<file path="config.mk">
export PLATFORM = sky130hd
export DESIGN_NAME = gpio_irq_route
export DESIGN_NICKNAME = d
export VERILOG_FILES = /design/src/rtl/gpio_irq_route_pkg.sv /design/src/rtl/gpio_irq_cfg_regs.sv /design/src/rtl/gpio_irq_cpu_route.sv /design/src/rtl/gpio_irq_route.sv
export SDC_FILE = /design/constraint.sdc
export NUM_CORES = 1
export LEC_CHECK = 0
export ABC_CLOCK_PERIOD_IN_PS = 2950
export BUFFER_PORTS_ARGS = -buffer_cell sky130_fd_sc_hd__buf_2
export CAP_MARGIN = 25
export CORE_MARGIN = 8
export CORE_UTILIZATION = 40
export CTS_CLUSTER_SIZE = 10
export DETAILED_ROUTE_END_ITERATION = 16
export GPL_TIMING_DRIVEN = 0
export PLACE_DENSITY_LB_ADDON = 0.05
export SLEW_MARGIN = 20
export SYNTH_ARGS = -nofsm -noshare
export SYNTH_HDL_FRONTEND = slang
export SYNTH_SLANG_ARGS = --single-unit
export TNS_END_PERCENT = 30
</file>
<file path="constraint.sdc">
create_clock -name clk -period 2.95 [get_ports clk]
set_clock_uncertainty 0.1 [all_clocks]
set_input_delay 0.295 -clock clk [delete_from_list [all_inputs] [get_ports clk]]
set_output_delay 0.295 -clock clk [all_outputs]
set_load 0.005 [all_outputs]
</file>
<file path="src/rtl/gpio_irq_route_pkg.sv">
package gpio_irq_route_pkg;

    localparam int NUM_CPU  = 4;
    localparam int LINES    = 32;
    localparam int GRP_SIZE = 8;
    localparam int ADDR_W   = 6;
    localparam int NUM_GRP  = LINES / GRP_SIZE;
    localparam int CPU_W    = $clog2(NUM_CPU);
    localparam int WORD_W   = ADDR_W - 2;

    // word indices (byte address / 4)
    localparam int QUAD_EM_BASE = 4;
    localparam int QUAD_LM_BASE = 8;
    localparam int DUAL_CAUSE   = 5;
    localparam int DUAL_EM0     = 6;
    localparam int DUAL_LM0     = 7;
    localparam int DUAL_EM1     = 12;
    localparam int DUAL_LM1     = 13;

    typedef enum logic [1:0] {
        SEL_NONE  = 2'd0,
        SEL_CAUSE = 2'd1,
        SEL_EMASK = 2'd2,
        SEL_LMASK = 2'd3
    } reg_sel_e;

    typedef struct packed {
        reg_sel_e           sel;
        logic [CPU_W-1:0]   cpu;
    } reg_hit_t;

    function automatic reg_hit_t decode_word(input logic dual, input logic [WORD_W-1:0] w);
        reg_hit_t h;
        int       wi;
        wi    = int'(w);
        h.sel = SEL_NONE;
        h.cpu = '0;
        if (dual) begin
            if (wi == DUAL_CAUSE) begin
                h.sel = SEL_CAUSE;
            end else if (wi == DUAL_EM0) begin
                h.sel = SEL_EMASK;
            end else if (wi == DUAL_LM0) begin
                h.sel = SEL_LMASK;
            end else if (wi == DUAL_EM1) begin
                h.sel = SEL_EMASK;
                h.cpu = CPU_W'(1);
            end else if (wi == DUAL_LM1) begin
                h.sel = SEL_LMASK;
                h.cpu = CPU_W'(1);
            end
        end else begin
            if (wi < NUM_CPU) begin
                h.sel = SEL_CAUSE;
                h.cpu = CPU_W'(wi);
            end else if (wi >= QUAD_EM_BASE && wi < QUAD_EM_BASE + NUM_CPU) begin
                h.sel = SEL_EMASK;
                h.cpu = CPU_W'(wi - QUAD_EM_BASE);
            end else if (wi >= QUAD_LM_BASE && wi < QUAD_LM_BASE + NUM_CPU) begin
                h.sel = SEL_LMASK;
                h.cpu = CPU_W'(wi - QUAD_LM_BASE);
            end
        end
        return h;
    endfunction

endpackage

</file>
<file path="src/rtl/gpio_irq_cfg_regs.sv">
module gpio_irq_cfg_regs
    import gpio_irq_route_pkg::*;
#(
    parameter int N_CPU  = NUM_CPU,
    parameter int N_LINE = LINES,
    parameter int AW     = ADDR_W
) (
    input  logic              clk,
    input  logic              rst,
    input  logic              dual_mode,
    input  logic              wr_en,
    input  logic [AW-1:0]     addr,
    input  logic [N_LINE-1:0] wdata,
    input  logic [N_LINE-1:0] edge_evt,
    output logic [N_LINE-1:0] rdata,
    output logic [N_LINE-1:0] cause_q [N_CPU],
    output logic [N_LINE-1:0] emask_q [N_CPU],
    output logic [N_LINE-1:0] lmask_q [N_CPU]
);

    reg_hit_t hit;

    assign hit = decode_word(dual_mode, addr[AW-1:2]);

    for (genvar c = 0; c < N_CPU; c++) begin : g_cpu
        logic sel_me;
        assign sel_me = wr_en && (int'(hit.cpu) == c);

        always_ff @(posedge clk) begin
            if (rst) begin
                cause_q[c] <= '0;
                emask_q[c] <= '0;
                lmask_q[c] <= '0;
            end else begin
                // zero-to-clear, with a coincident edge taking priority
                if (sel_me && hit.sel == SEL_CAUSE) begin
                    cause_q[c] <= (cause_q[c] & wdata) | edge_evt;
                end else begin
                    cause_q[c] <= cause_q[c] | edge_evt;
                end
                if (sel_me && hit.sel == SEL_EMASK) begin
                    emask_q[c] <= wdata;
                end
                if (sel_me && hit.sel == SEL_LMASK) begin
                    lmask_q[c] <= wdata;
                end
            end
        end
    end

    always_comb begin
        unique case (hit.sel)
            SEL_CAUSE: rdata = cause_q[hit.cpu];
            SEL_EMASK: rdata = emask_q[hit.cpu];
            SEL_LMASK: rdata = lmask_q[hit.cpu];
            default:   rdata = '0;
        endcase
    end

endmodule

</file>
<file path="src/rtl/gpio_irq_cpu_route.sv">
module gpio_irq_cpu_route
    import gpio_irq_route_pkg::*;
#(
    parameter int N_LINE = LINES,
    parameter int GSIZE  = GRP_SIZE
) (
    input  logic              active,
    input  logic [N_LINE-1:0] level,
    input  logic [N_LINE-1:0] cause,
    input  logic [N_LINE-1:0] emask,
    input  logic [N_LINE-1:0] lmask,
    output logic [N_LINE/GSIZE-1:0] grp_irq
);

    localparam int NG = N_LINE / GSIZE;

    logic [N_LINE-1:0] term;

    assign term = (level & lmask) | (cause & emask);

    for (genvar g = 0; g < NG; g++) begin : g_grp
        assign grp_irq[g] = active & (|term[g*GSIZE +: GSIZE]);
    end

endmodule

</file>
<file path="src/rtl/gpio_irq_route.sv">
module gpio_irq_route
    import gpio_irq_route_pkg::*;
#(
    parameter int N_CPU  = NUM_CPU,
    parameter int N_LINE = LINES,
    parameter int GSIZE  = GRP_SIZE,
    parameter int AW     = ADDR_W
) (
    input  logic                       clk,
    input  logic                       rst,
    input  logic                       dual_mode,
    input  logic                       bus_wr,
    input  logic [AW-1:0]              bus_addr,
    input  logic [N_LINE-1:0]          bus_wdata,
    output logic [N_LINE-1:0]          bus_rdata,
    input  logic [N_LINE-1:0]          edge_evt,
    input  logic [N_LINE-1:0]          line_lvl,
    output logic [N_CPU*(N_LINE/GSIZE)-1:0] irq_out
);

    localparam int NG = N_LINE / GSIZE;

    logic [N_LINE-1:0] cause_q [N_CPU];
    logic [N_LINE-1:0] emask_q [N_CPU];
    logic [N_LINE-1:0] lmask_q [N_CPU];

    gpio_irq_cfg_regs #(
        .N_CPU (N_CPU),
        .N_LINE(N_LINE),
        .AW    (AW)
    ) u_regs (
        .clk      (clk),
        .rst      (rst),
        .dual_mode(dual_mode),
        .wr_en    (bus_wr),
        .addr     (bus_addr),
        .wdata    (bus_wdata),
        .edge_evt (edge_evt),
        .rdata    (bus_rdata),
        .cause_q  (cause_q),
        .emask_q  (emask_q),
        .lmask_q  (lmask_q)
    );

    for (genvar c = 0; c < N_CPU; c++) begin : g_route
        logic              active;
        logic [N_LINE-1:0] cause_sel;

        // in the two-processor layout every processor sees the shared register
        assign cause_sel = dual_mode ? cause_q[0] : cause_q[c];
        assign active    = !dual_mode || (c < 2);

        gpio_irq_cpu_route #(
            .N_LINE(N_LINE),
            .GSIZE (GSIZE)
        ) u_cpu (
            .active (active),
            .level  (line_lvl),
            .cause  (cause_sel),
            .emask  (emask_q[c]),
            .lmask  (lmask_q[c]),
            .grp_irq(irq_out[c*NG +: NG])
        );
    end

endmodule

</file>
==> qor.yml <==
netlist_area_um2: 20900
p_int_uw: 9480
area_delta_synth_final_pct: 22.7
cp.required_ps: 2560
slew_headroom_pct: 23.9
rows: 84
yosysWarningCount: 0
synth_edf_count: 0
initial_core_util_pct: 40.1
setup_violations: 32
synth-seq-cells: 384
p_comb_share_pct: 20.1
p_leak_uw: 0.00910
ioPinCount: 154
cts-root-buf: "clkbuf_16"
grt_max_degree: 20
grt.overflow.total: 0
crit_fanout: 10
synth_async_sr_flop_share_pct: 0
hp-class: "input port to flip-flop"
insertion_delay_ps: 600
synth-seq-area-share_pct: 36.7
worstMarginPinSlew_ps: 1140
grt_usage_pct: 41.6
critPathMaxStageDelay_ps: 740
holdWs_ps: 47.0
chipHeight_um: 245
arrival_ps: 2700
cts_tree: "built"
synth_cells: 2579
rsz0062_at_grt: "true"
crit_top_cell: "buf_2"
drt_iter0_drc: 4182
fillers: 5140
port_buffers: 117
final_hold_viol_count: 0
switching_power_uw: 4750
syn_area_per_cell_um2: 8.11
pwr-share-seq_pct: 39.9
routed_wl_mm: 131
grt_pass1_wl_mm: 179
critPathLaunchType: "input port"
multi_input_area_um2: 12600
yosys-top-cells-count: "dfxtp_1, a21oi_1, clkbuf_1, a211oi_1, o21ai_0"
synth-xor-area-share_pct: 0
crit_type: "input port to primary output"
antenna_found_initial: 3
dp.cells: 3385
setup_ws_ps: -149
hpwl_mm: 101
fmax_ghz: 0.323
ys.flop_type: "dfxtp_1"
clock_sinks: 384
vias: 25000
synth_nets: 2690
synthAdderAreaFrac_pct: 0.299
slew_viol_final: 0
place_ws_ps: -1080
synth_area_leaders: "dfxtp_1, a211oi_1, a21oi_1"
failed_checks: "negative setup slack"
vdd_drop_max_v: 0.000411
core_um2: 52100
status: "finished with violations"
synth_compound_area_share_pct: 33.6
muxShareOfSynthArea_pct: 4.44
fin_setup_tns_ps: -2200
die_w_um: 245
yosysUniqueCellTypes: 49
cts_buffers: 47
synth_top_family_by_area: "compound AO/OA/AOI/OAI gates"
die_area_um2: 59900
drtPass1Iterations: 6
clk_pin_slew_ps: 50
post-route-min-period_ps: 3100
yosysTopAreaCellShare_pct: 36.7
clockPowerShare_pct: 40.0
drc: 0
viasPerCell: 7.15
final_layout_size_suffix_gt1_share_pct: 17.5
maxCapViolCount: 0
synth-simple-area-share_pct: 17.4
crit_slowest_cell: "clkbuf_1"
register_area_um2: 7690
synth.most_common_cell: "dfxtp_1"
grt_pass1_vias: 23400
cp_cell_sequence: "buf_4 -> nor2b_1 -> buf_2 -> clkbuf_1 -> and3_1 -> a211oi_1 -> nor4_1 -> a211o_1 -> buf_2"
cts.path.max_buffers: 3
place_congestion: 1.03
synth_top_area_cell: "dfxtp_1"
final_cells: 3498
cp-end-kind: "primary output"
wl_per_cell_um: 37.5
p_per_area_nw_per_um2: 554
h-tree-depth: 2
power.share.switching_pct: 33.4
num-nets-final: 2900
fin_crit_sh_pct: 105
ant_nets: 0
==> layout make-up <==
type,count,share of cell area [%]
multi-input combinational,1823,49.0
clock buffer,58,5.02
inverter,43,0.658
sequential,384,30.0
timing repair buffer,163,4.31
buffer,327,7.16
clock inverter,8,0.507
tap,688,3.35
antenna,4,0.0390
==> what timing repair did <==
action | in CTS | in global routing
hold buffers | 32 | 1
pin swaps | 19 | 14
buffers inserted | 7 | 1
gates resized for setup | 284 | 59
setup endpoints to repair | 44 | 40
endpoints found under the hold margin | 128 | 2
gates cloned | 1 | 0
==> cell families (layout without fill, tap and decap cells) <==
group | Yosys count | count (layout)
AOI/OAI and AO/OA | 1055 | 1055
and+or+nand+nor | 688 | 688
other | 0 | 4
adders and majority gates | 5 | 5
muxes | 75 | 75
buffers and inverters | 372 | 599
DFF | 384 | 384
==> worst paths after layout <==
kind | start | end | slack, ps | depth (start not counted)
max | dual_mode | bus_rdata[5] | -150 | 9
min | bus_wdata[2] | u_regs.lmask_q[2] | 50 | 3
max reg2reg | u_regs.cause_q[103] | u_regs.cause_q[103] | 1790 | 2
min reg2reg | u_regs.cause_q[57] | u_regs.cause_q[57] | 370 | 2
==> power by group through the flow <==
stage               combinational (uW)  clock (uW)  sequential, uW
finish                            2860        5690            5680
global route                      2890        5860            5670
CTS                               2660        5660            5640
detailed placement                2410           0            5740
global placement                  2390           0            5740
floorplan                         1300           0            5570
==> flip-flops by register name (all words and copies together) (netlist names) <==
register,cells
u_regs.cause_q,128
u_regs.emask_q,128
u_regs.lmask_q,128
==> cell usage in the layout, fill, tap and decap left out, types with 17 or more instances in the layout <==
cell type	Yosys	layout
dfxtp_1	384	384
a21oi_1	288	288
clkbuf_1	212	170
o21ai_0	169	169
buf_2	76	167
a211oi_1	193	164
nand4_1	148	148
nand3_1	135	134
o31ai_1	128	128
nor2_1	129	127
and3_1	79	79
nand2_1	73	69
nor2b_1	60	59
clkbuf_16	0	48
inv_1	42	40
a22o_1	40	40
mux2i_1	35	34
a221oi_1	54	34
dlygate4sd3_1	0	33
o41ai_1	32	32
mux2_2	30	30
a211oi_2	8	28
buf_1	29	25
buf_4	6	23
and2_1	23	23
a21o_1	23	23
a31oi_1	34	21
a211o_1	20	20
a221oi_2	0	18
buf_6	6	17
==> worst max-delay path: cells and delay by family <==
family	cells	cell delay, ps
AOI/OAI and AO/OA	2	250
and+or+nand+nor	3	840
buffers and inverters	4	1320
==> routing by layer <==
metal / routed length [um] / up-vias / global-route usage [%]
met3: 17900 / 425 / 13.8
met4: 8270 / 2 / 22.0
met5: 101 / - / 0
li1: - / 10400 / -
met2: 52700 / 2120 / 58.5
met1: 52200 / 12100 / 55.9
==> through the flow <==
stage / area [um2] / total power [uW] / utilization, %
after floorplan: 20900 / 6870 / -
after CTS: 25300 / 14000 / 48.6
after global routing: 25700 / 14400 / 49.2
after global placement: 22400 / 8130 / 42.9
final: 25700 / 14200 / 49.2
after detailed placement: 22400 / 8150 / 42.9
Power figures use the tool's default switching activity.
